`src/rtl/hsck_pkg.sv`:
```
package hsck_pkg;

  // per-profile edge and phase controls
  typedef struct packed {
    logic restart;
    logic launch_rise;
    logic sample_rise;
  } prof_edge_t;

  // global controls shared by all profiles
  typedef struct packed {
    logic cpol;
    logic gate_idle;
    logic mosi_idle;
  } glob_cfg_t;

endpackage

```
`src/rtl/hsck_prof_bank.sv`:
```
module hsck_prof_bank
  import hsck_pkg::*;
#(
  parameter int NUM_PROF = 4,
  parameter int IDX_W    = 2,
  parameter int FREQ_W   = 16
) (
  input  logic              clk_i,
  input  logic              rst_i,
  input  logic              we_i,
  input  logic [IDX_W-1:0]  waddr_i,
  input  logic [FREQ_W-1:0] wfreq_i,
  input  prof_edge_t        wedge_i,
  input  logic [IDX_W-1:0]  raddr_i,
  output logic [FREQ_W-1:0] rfreq_o,
  output prof_edge_t        redge_o
);

  logic [FREQ_W-1:0] freq_q [NUM_PROF];
  prof_edge_t        edge_q [NUM_PROF];

  for (genvar p = 0; p < NUM_PROF; p++) begin : g_prof
    always_ff @(posedge clk_i) begin
      if (rst_i) begin
        freq_q[p] <= '0;
        edge_q[p] <= '0;
      end else if (we_i && (waddr_i == IDX_W'(p))) begin
        freq_q[p] <= wfreq_i;
        edge_q[p] <= wedge_i;
      end
    end
  end

  assign rfreq_o = freq_q[raddr_i];
  assign redge_o = edge_q[raddr_i];

endmodule

```
`src/rtl/hsck_phase_acc.sv`:
```
module hsck_phase_acc #(
  parameter int FREQ_W  = 16,
  parameter int PHASE_W = 11
) (
  input  logic              clk_i,
  input  logic              rst_i,
  input  logic              run_i,
  input  logic              adv_i,
  input  logic              restart_i,
  input  logic [FREQ_W-1:0] word_i,
  output logic              phase_nxt_o
);

  localparam int HALF = 1 << (PHASE_W - 1);

  logic [PHASE_W-1:0] acc_q, acc_n, step;
  logic               run_q, start;

  // words beyond half the modulus would alias; cap at one toggle per cycle
  always_comb begin
    if (word_i > FREQ_W'(HALF)) step = PHASE_W'(HALF);
    else                        step = word_i[PHASE_W-1:0];
  end

  assign start = run_i & ~run_q;

  always_comb begin
    acc_n = acc_q;
    if (start && restart_i) acc_n = '0;
    else if (adv_i)         acc_n = acc_q + step;
  end

  always_ff @(posedge clk_i) begin
    if (rst_i) begin
      acc_q <= '0;
      run_q <= 1'b0;
    end else begin
      acc_q <= acc_n;
      run_q <= run_i;
    end
  end

  assign phase_nxt_o = acc_n[PHASE_W-1];

endmodule

```
`src/rtl/hsck_edge_gen.sv`:
```
module hsck_edge_gen (
  input  logic clk_i,
  input  logic rst_i,
  input  logic active_i,
  input  logic phase_nxt_i,
  input  logic cpol_i,
  input  logic launch_rise_i,
  input  logic sample_rise_i,
  input  logic mosi_lvl_i,
  output logic sck_o,
  output logic launch_o,
  output logic sample_o,
  output logic mosi_o
);

  logic sck_nxt, rise, fall;

  assign sck_nxt = active_i ? (cpol_i ^ phase_nxt_i) : cpol_i;
  assign rise    = ~sck_o & sck_nxt;
  assign fall    = sck_o & ~sck_nxt;

  always_ff @(posedge clk_i) begin
    if (rst_i) begin
      sck_o    <= 1'b0;
      launch_o <= 1'b0;
      sample_o <= 1'b0;
      mosi_o   <= 1'b0;
    end else begin
      sck_o    <= sck_nxt;
      launch_o <= active_i & (launch_rise_i ? rise : fall);
      sample_o <= active_i & (sample_rise_i ? rise : fall);
      mosi_o   <= mosi_lvl_i;
    end
  end

endmodule

```
`src/rtl/hsck_clkgen.sv`:
```
module hsck_clkgen
  import hsck_pkg::*;
#(
  parameter int NUM_PROF = 4,
  parameter int FREQ_W   = 16,
  parameter int PHASE_W  = 11,
  localparam int IDX_W   = $clog2(NUM_PROF)
) (
  input  logic              clk_i,
  input  logic              rst_i,
  input  logic [IDX_W-1:0]  prof_sel_i,
  input  logic              run_i,
  input  logic              cs_active_i,
  input  logic              prof_we_i,
  input  logic [IDX_W-1:0]  prof_waddr_i,
  input  logic [FREQ_W-1:0] prof_freq_i,
  input  logic              prof_restart_i,
  input  logic              prof_launch_rise_i,
  input  logic              prof_sample_rise_i,
  input  logic              glob_we_i,
  input  logic              glob_cpol_i,
  input  logic              glob_gate_i,
  input  logic              glob_mosi_idle_i,
  output logic              sck_o,
  output logic              launch_o,
  output logic              sample_o,
  output logic              mosi_idle_o
);

  glob_cfg_t         glob_q;
  prof_edge_t        wedge, sel_edge;
  logic [FREQ_W-1:0] sel_freq;
  logic              active, phase_nxt;
  logic              cur_cpol, cur_gate, cur_mosi;

  always_ff @(posedge clk_i) begin
    if (rst_i) glob_q <= '0;
    else if (glob_we_i) begin
      glob_q.cpol      <= glob_cpol_i;
      glob_q.gate_idle <= glob_gate_i;
      glob_q.mosi_idle <= glob_mosi_idle_i;
    end
  end

  assign cur_cpol = glob_q.cpol;
  assign cur_gate = glob_q.gate_idle;
  assign cur_mosi = glob_q.mosi_idle;

  assign wedge.restart     = prof_restart_i;
  assign wedge.launch_rise = prof_launch_rise_i;
  assign wedge.sample_rise = prof_sample_rise_i;

  hsck_prof_bank #(
    .NUM_PROF (NUM_PROF),
    .IDX_W    (IDX_W),
    .FREQ_W   (FREQ_W)
  ) u_bank (
    .clk_i   (clk_i),
    .rst_i   (rst_i),
    .we_i    (prof_we_i),
    .waddr_i (prof_waddr_i),
    .wfreq_i (prof_freq_i),
    .wedge_i (wedge),
    .raddr_i (prof_sel_i),
    .rfreq_o (sel_freq),
    .redge_o (sel_edge)
  );

  assign active = run_i && (sel_freq != '0) && !(cur_gate && !cs_active_i);

  hsck_phase_acc #(
    .FREQ_W  (FREQ_W),
    .PHASE_W (PHASE_W)
  ) u_acc (
    .clk_i       (clk_i),
    .rst_i       (rst_i),
    .run_i       (run_i),
    .adv_i       (active),
    .restart_i   (sel_edge.restart),
    .word_i      (sel_freq),
    .phase_nxt_o (phase_nxt)
  );

  hsck_edge_gen u_edge (
    .clk_i         (clk_i),
    .rst_i         (rst_i),
    .active_i      (active),
    .phase_nxt_i   (phase_nxt),
    .cpol_i        (cur_cpol),
    .launch_rise_i (sel_edge.launch_rise),
    .sample_rise_i (sel_edge.sample_rise),
    .mosi_lvl_i    (cur_mosi),
    .sck_o         (sck_o),
    .launch_o      (launch_o),
    .sample_o      (sample_o),
    .mosi_o        (mosi_idle_o)
  );

endmodule

```
`config.mk`:
```
export PLATFORM = sky130hd
export DESIGN_NAME = hsck_clkgen
export DESIGN_NICKNAME = d
export VERILOG_FILES = /design/src/rtl/hsck_pkg.sv /design/src/rtl/hsck_prof_bank.sv /design/src/rtl/hsck_phase_acc.sv /design/src/rtl/hsck_edge_gen.sv /design/src/rtl/hsck_clkgen.sv
export SDC_FILE = /design/constraint.sdc
export NUM_CORES = 1
export LEC_CHECK = 0
export ABC_AREA = 1
export ABC_CLOCK_PERIOD_IN_PS = 10980
export CORE_MARGIN = 1.5
export CORE_UTILIZATION = 30
export DETAILED_ROUTE_END_ITERATION = 10
export GPL_ROUTABILITY_DRIVEN = 0
export PLACE_DENSITY = 0.43
export SYNTH_ARGS = -nofsm -noshare
export SYNTH_HDL_FRONTEND = slang
export SYNTH_SLANG_ARGS = --single-unit
```
`constraint.sdc`:
```
create_clock -name clk_i -period 10.98 [get_ports clk_i]
set_clock_uncertainty 0.2 [all_clocks]
set_input_delay 2.745 -clock clk_i [delete_from_list [all_inputs] [get_ports clk_i]]
set_output_delay 2.745 -clock clk_i [all_outputs]
set_load 0.02 [all_outputs]
```
==> flow_summary.yaml <==
setup_path:
  timing.critical_path.from_type: "input pin"
  worst-endpoint-required_ns: 11.00
  r2r_end: "u_acc.acc_q[8]"
  timing.critical_path.cells: "clkdlybuf4s50_1, inv_4, nand3_1, nand2_1, nand2_1, nor2_1, nand2_2, o31a_1, nor2_1, ha_1, inv_1, fa_1, o31ai_1, nand3_1, nand2_1, a31oi_1, xor2_1, a21oi_1"
  slowest_delay_ns: 0.83
  critical_path_class: "input pin to flop"
  timing.critical_path.slowest_stage_cell: "clkdlybuf4s50_1"
  end_kind: "flop"
  worst-r2r-setup-slack_ns: 7.46
  r2r-start: "u_bank.freq_q[3][1]"
  critical_path.startpoint: "prof_sel_i[1]"
  crit_fanout: 17
  worst_ep_arrival_time_ns: 6.78
  path_common_cell: "nand2_1"
  worst_reg2reg_path_depth: 17
power:
  sw_frac_of_total: 0.2435
  share_clk_of_total_power: 0.389
  vdd.ir_drop.worst_uv: 72.61
  static-leakage-power_nw: 2.218
  power_share_of_the_sequential_group: 0.501
  post_layout_total_power_uw: 845.5
  internal_portion_of_total_power_uw: 639.6
  power.share.combinational: 0.109
  p_sw_uw: 205.9
  pwr_dens_nw_per_um2: 155.3
cells_and_area:
  area.growth.synth_to_final_pct: 16.68
  post_route_cells_drive_above_1_share: 0.05678
  nFillCells: 1553
  area.sequential_um2: 2663
  layout.cells.non_filler: 734
  nNetsFinal: 584
  n_antenna_cell: 0
  finalCoreUtilization: 0.3580
  multi_input_comb_area_um2: 1679
  final_common_cell: "nand2_1"
  layout.cells.most_common_list: "nand2_1, nor2_1, edfxtp_1"
global_routing:
  grt_antenna_before_repair: 0
  first_pass_grt_wire_length_um: 18600
  first_global_vias: 3472
  gr-usage-all-layers: 0.1512
  pin_count_of_the_biggest_net_entering_global_routing: 34
  globalRoute.totalOverflow: 0
clock_network:
  numCtsBuffers: 9
  path_clk_slew_ns: 0.06
  clk_latency_ns: 0.35
  clock_tree.htree_level_count: 3
  cts_hold_repair.buffers: 0
  cts_root_buf: "clkbuf_16"
  cts.repair.resized: 0
  cts_setup_buffers: 0
  tritoncts: "built"
  num_clock_sinks: 95
  clock_buffer_depth: 2
yosys:
  synth_top_cell_by_area: "edfxtp_1"
  post_synth.cell_area_avg_um2: 9.128
  seq_area_frac_synth: 0.5708
  post_synth_instance_area_um2: 4664
  yosysUniqueCellTypes: 36
  yosys_warnings: 0
  yosysTopAreaCellShare: 0.4893
  netlist_instances: 511
  biggest_area_contributors_in_the_synthesized_netlist: "edfxtp_1, nand2_1, nor2_1"
  mappedNetlistNets: 554
  synth.ff_latch_count: 95
floorplanning:
  floorplan.rows: 45
  die_w_um: 127.7
  ios: 36
  core_area_um2: 15200
  initial_util: 0.3068
  die_y_um: 127.7
  die-area_um2: 16300
worst_hold_path:
  hold_path.class: "flop to flop"
  hold_path_startpoint: "cur_mosi"
  worst_hold_endpoint: "u_edge.mosi_o"
  hold_depth: 2
placed_design:
  number_of_cells_in_the_design_after_placement: 718
  place.detailed.hpwl_um: 7450
  port-buffer-count: 35
run_status:
  outcome: "finished, final reports clean"
route:
  first_iter_violations: 216
  ant_nets: 0
  drt_first_pass_iters: 4
  wire_per_inst_um: 15.54
  post_drt_via_cell_ratio: 4.693
  drc: 0
  detailroute.via_count: 3445
  totalWireLength_um: 11410
timing:
  final-setup-viol-count: 0
  fin_setup_tns_ns: 0
  drv_slew: 0
  period_utilisation_layout: 0.6160
  worst-slew-pin-transition_ns: 1.130
  finalCriticalPeriod_ns: 6.763
  fmax_mhz: 147.9
  finalHoldViolations: 0
  slew_headroom: 0.2441
  hold-worst-slack_ns: 0.2344
  grt_setup_unrepaired: "false"
run:
  max_cap_violations: 0
==> Yosys cell counts, drive strengths merged <==
cell type and number:
nand4 7, o31ai 1, fa 1, a32oi 2, buf 11, a311oi 1
ha 10, o21bai 1, a21oi 26, xor2 4, inv 51, edfxtp 76
a31oi 2, dfxtp 19, o2111ai 1, a21boi 1, nand3b 4, a211o 1
nor3 2, clkbuf 7, o31a 1, o21ai 14, nand2 114, nor2 109
nand3 43, xnor2 2
==> power groups by stage <==
stage	clock (mW)	sequential [mW]	combinational (mW)
after detailed placement	0	0.432	0.0941
after floorplan	0	0.430	0.0615
after global routing	0.349	0.427	0.105
final	0.329	0.424	0.0925
after CTS	0.335	0.424	0.0944
after global placement	0	0.432	0.0926
==> cells by family (layout without fill, tap and decap cells) <==
logic type | Yosys count | count (layout) | share of synthesized area
AND/OR/NAND/NOR | 279 | 279 | 0.2535
adder cells (fa/ha/maj) | 11 | 11 | 0.03112
XOR/XNOR | 6 | 6 | 0.01127
flip-flops | 95 | 95 | 0.5708
AO/OA/AOI/OAI | 51 | 51 | 0.06411
buffers and inverters | 69 | 104 | 0.06920
==> worst max path at each step <==
stage                            to  slack [ns]
CTS                  u_acc.acc_q[8]        4.21
floorplan           u_edge.sample_o        5.18
global route        u_edge.sample_o        3.80
global placement    u_edge.sample_o        3.92
detailed placement   u_acc.acc_q[8]        3.83
finish               u_acc.acc_q[8]        4.22
==> critical path: cells and delay by family <==
| kind | cells | cell delay, ns |
|---|---|---|
| AO/OA/AOI/OAI | 4 | 0.98 |
| XOR/XNOR | 1 | 0.15 |
| adder cells (fa/ha/maj) | 2 | 0.64 |
| buffers and inverters | 3 | 1.31 |
| AND/OR/NAND/NOR | 8 | 0.96 |
==> registers in the layout, indices dropped and copies added, names as in the netlist <==
signal           cells
u_edge.sample_o      1
u_bank.freq_q       64
cur_mosi             1
u_edge.launch_o      1
u_acc.run_q          1
cur_gate             1
u_edge.mosi_o        1
u_edge.sck_o         1
u_bank.edge_q       12
cur_cpol             1
u_acc.acc_q         11
==> per-layer routing <==
metal	share of wire	up-vias	track usage
met3	0.031	15	0.02254
met4	0.020	0	0.06213
met5	0	-	0
li1	-	1754	-
met1	0.49	1615	0.2036
met2	0.46	61	0.2448
==> area by class of cell <==
type	count	share of cell area
flip-flops and latches	95	0.4892
well taps	188	0.04322
inverters	51	0.03609
clock inverters	2	0.007126
repair buffers	37	0.06713
clock buffers	14	0.04874
multi-input cells	347	0.3085
==> through the flow <==
stage,setup slack [ns],instance area (um2)
4_1_cts,4.208,5443
3_5_place_dp,3.833,5139
3_3_place_gp,3.920,5139
2_1_floorplan,5.183,4664
6_report,4.217,5443
5_1_grt,3.799,5443
(Power assumes the default switching activity.)
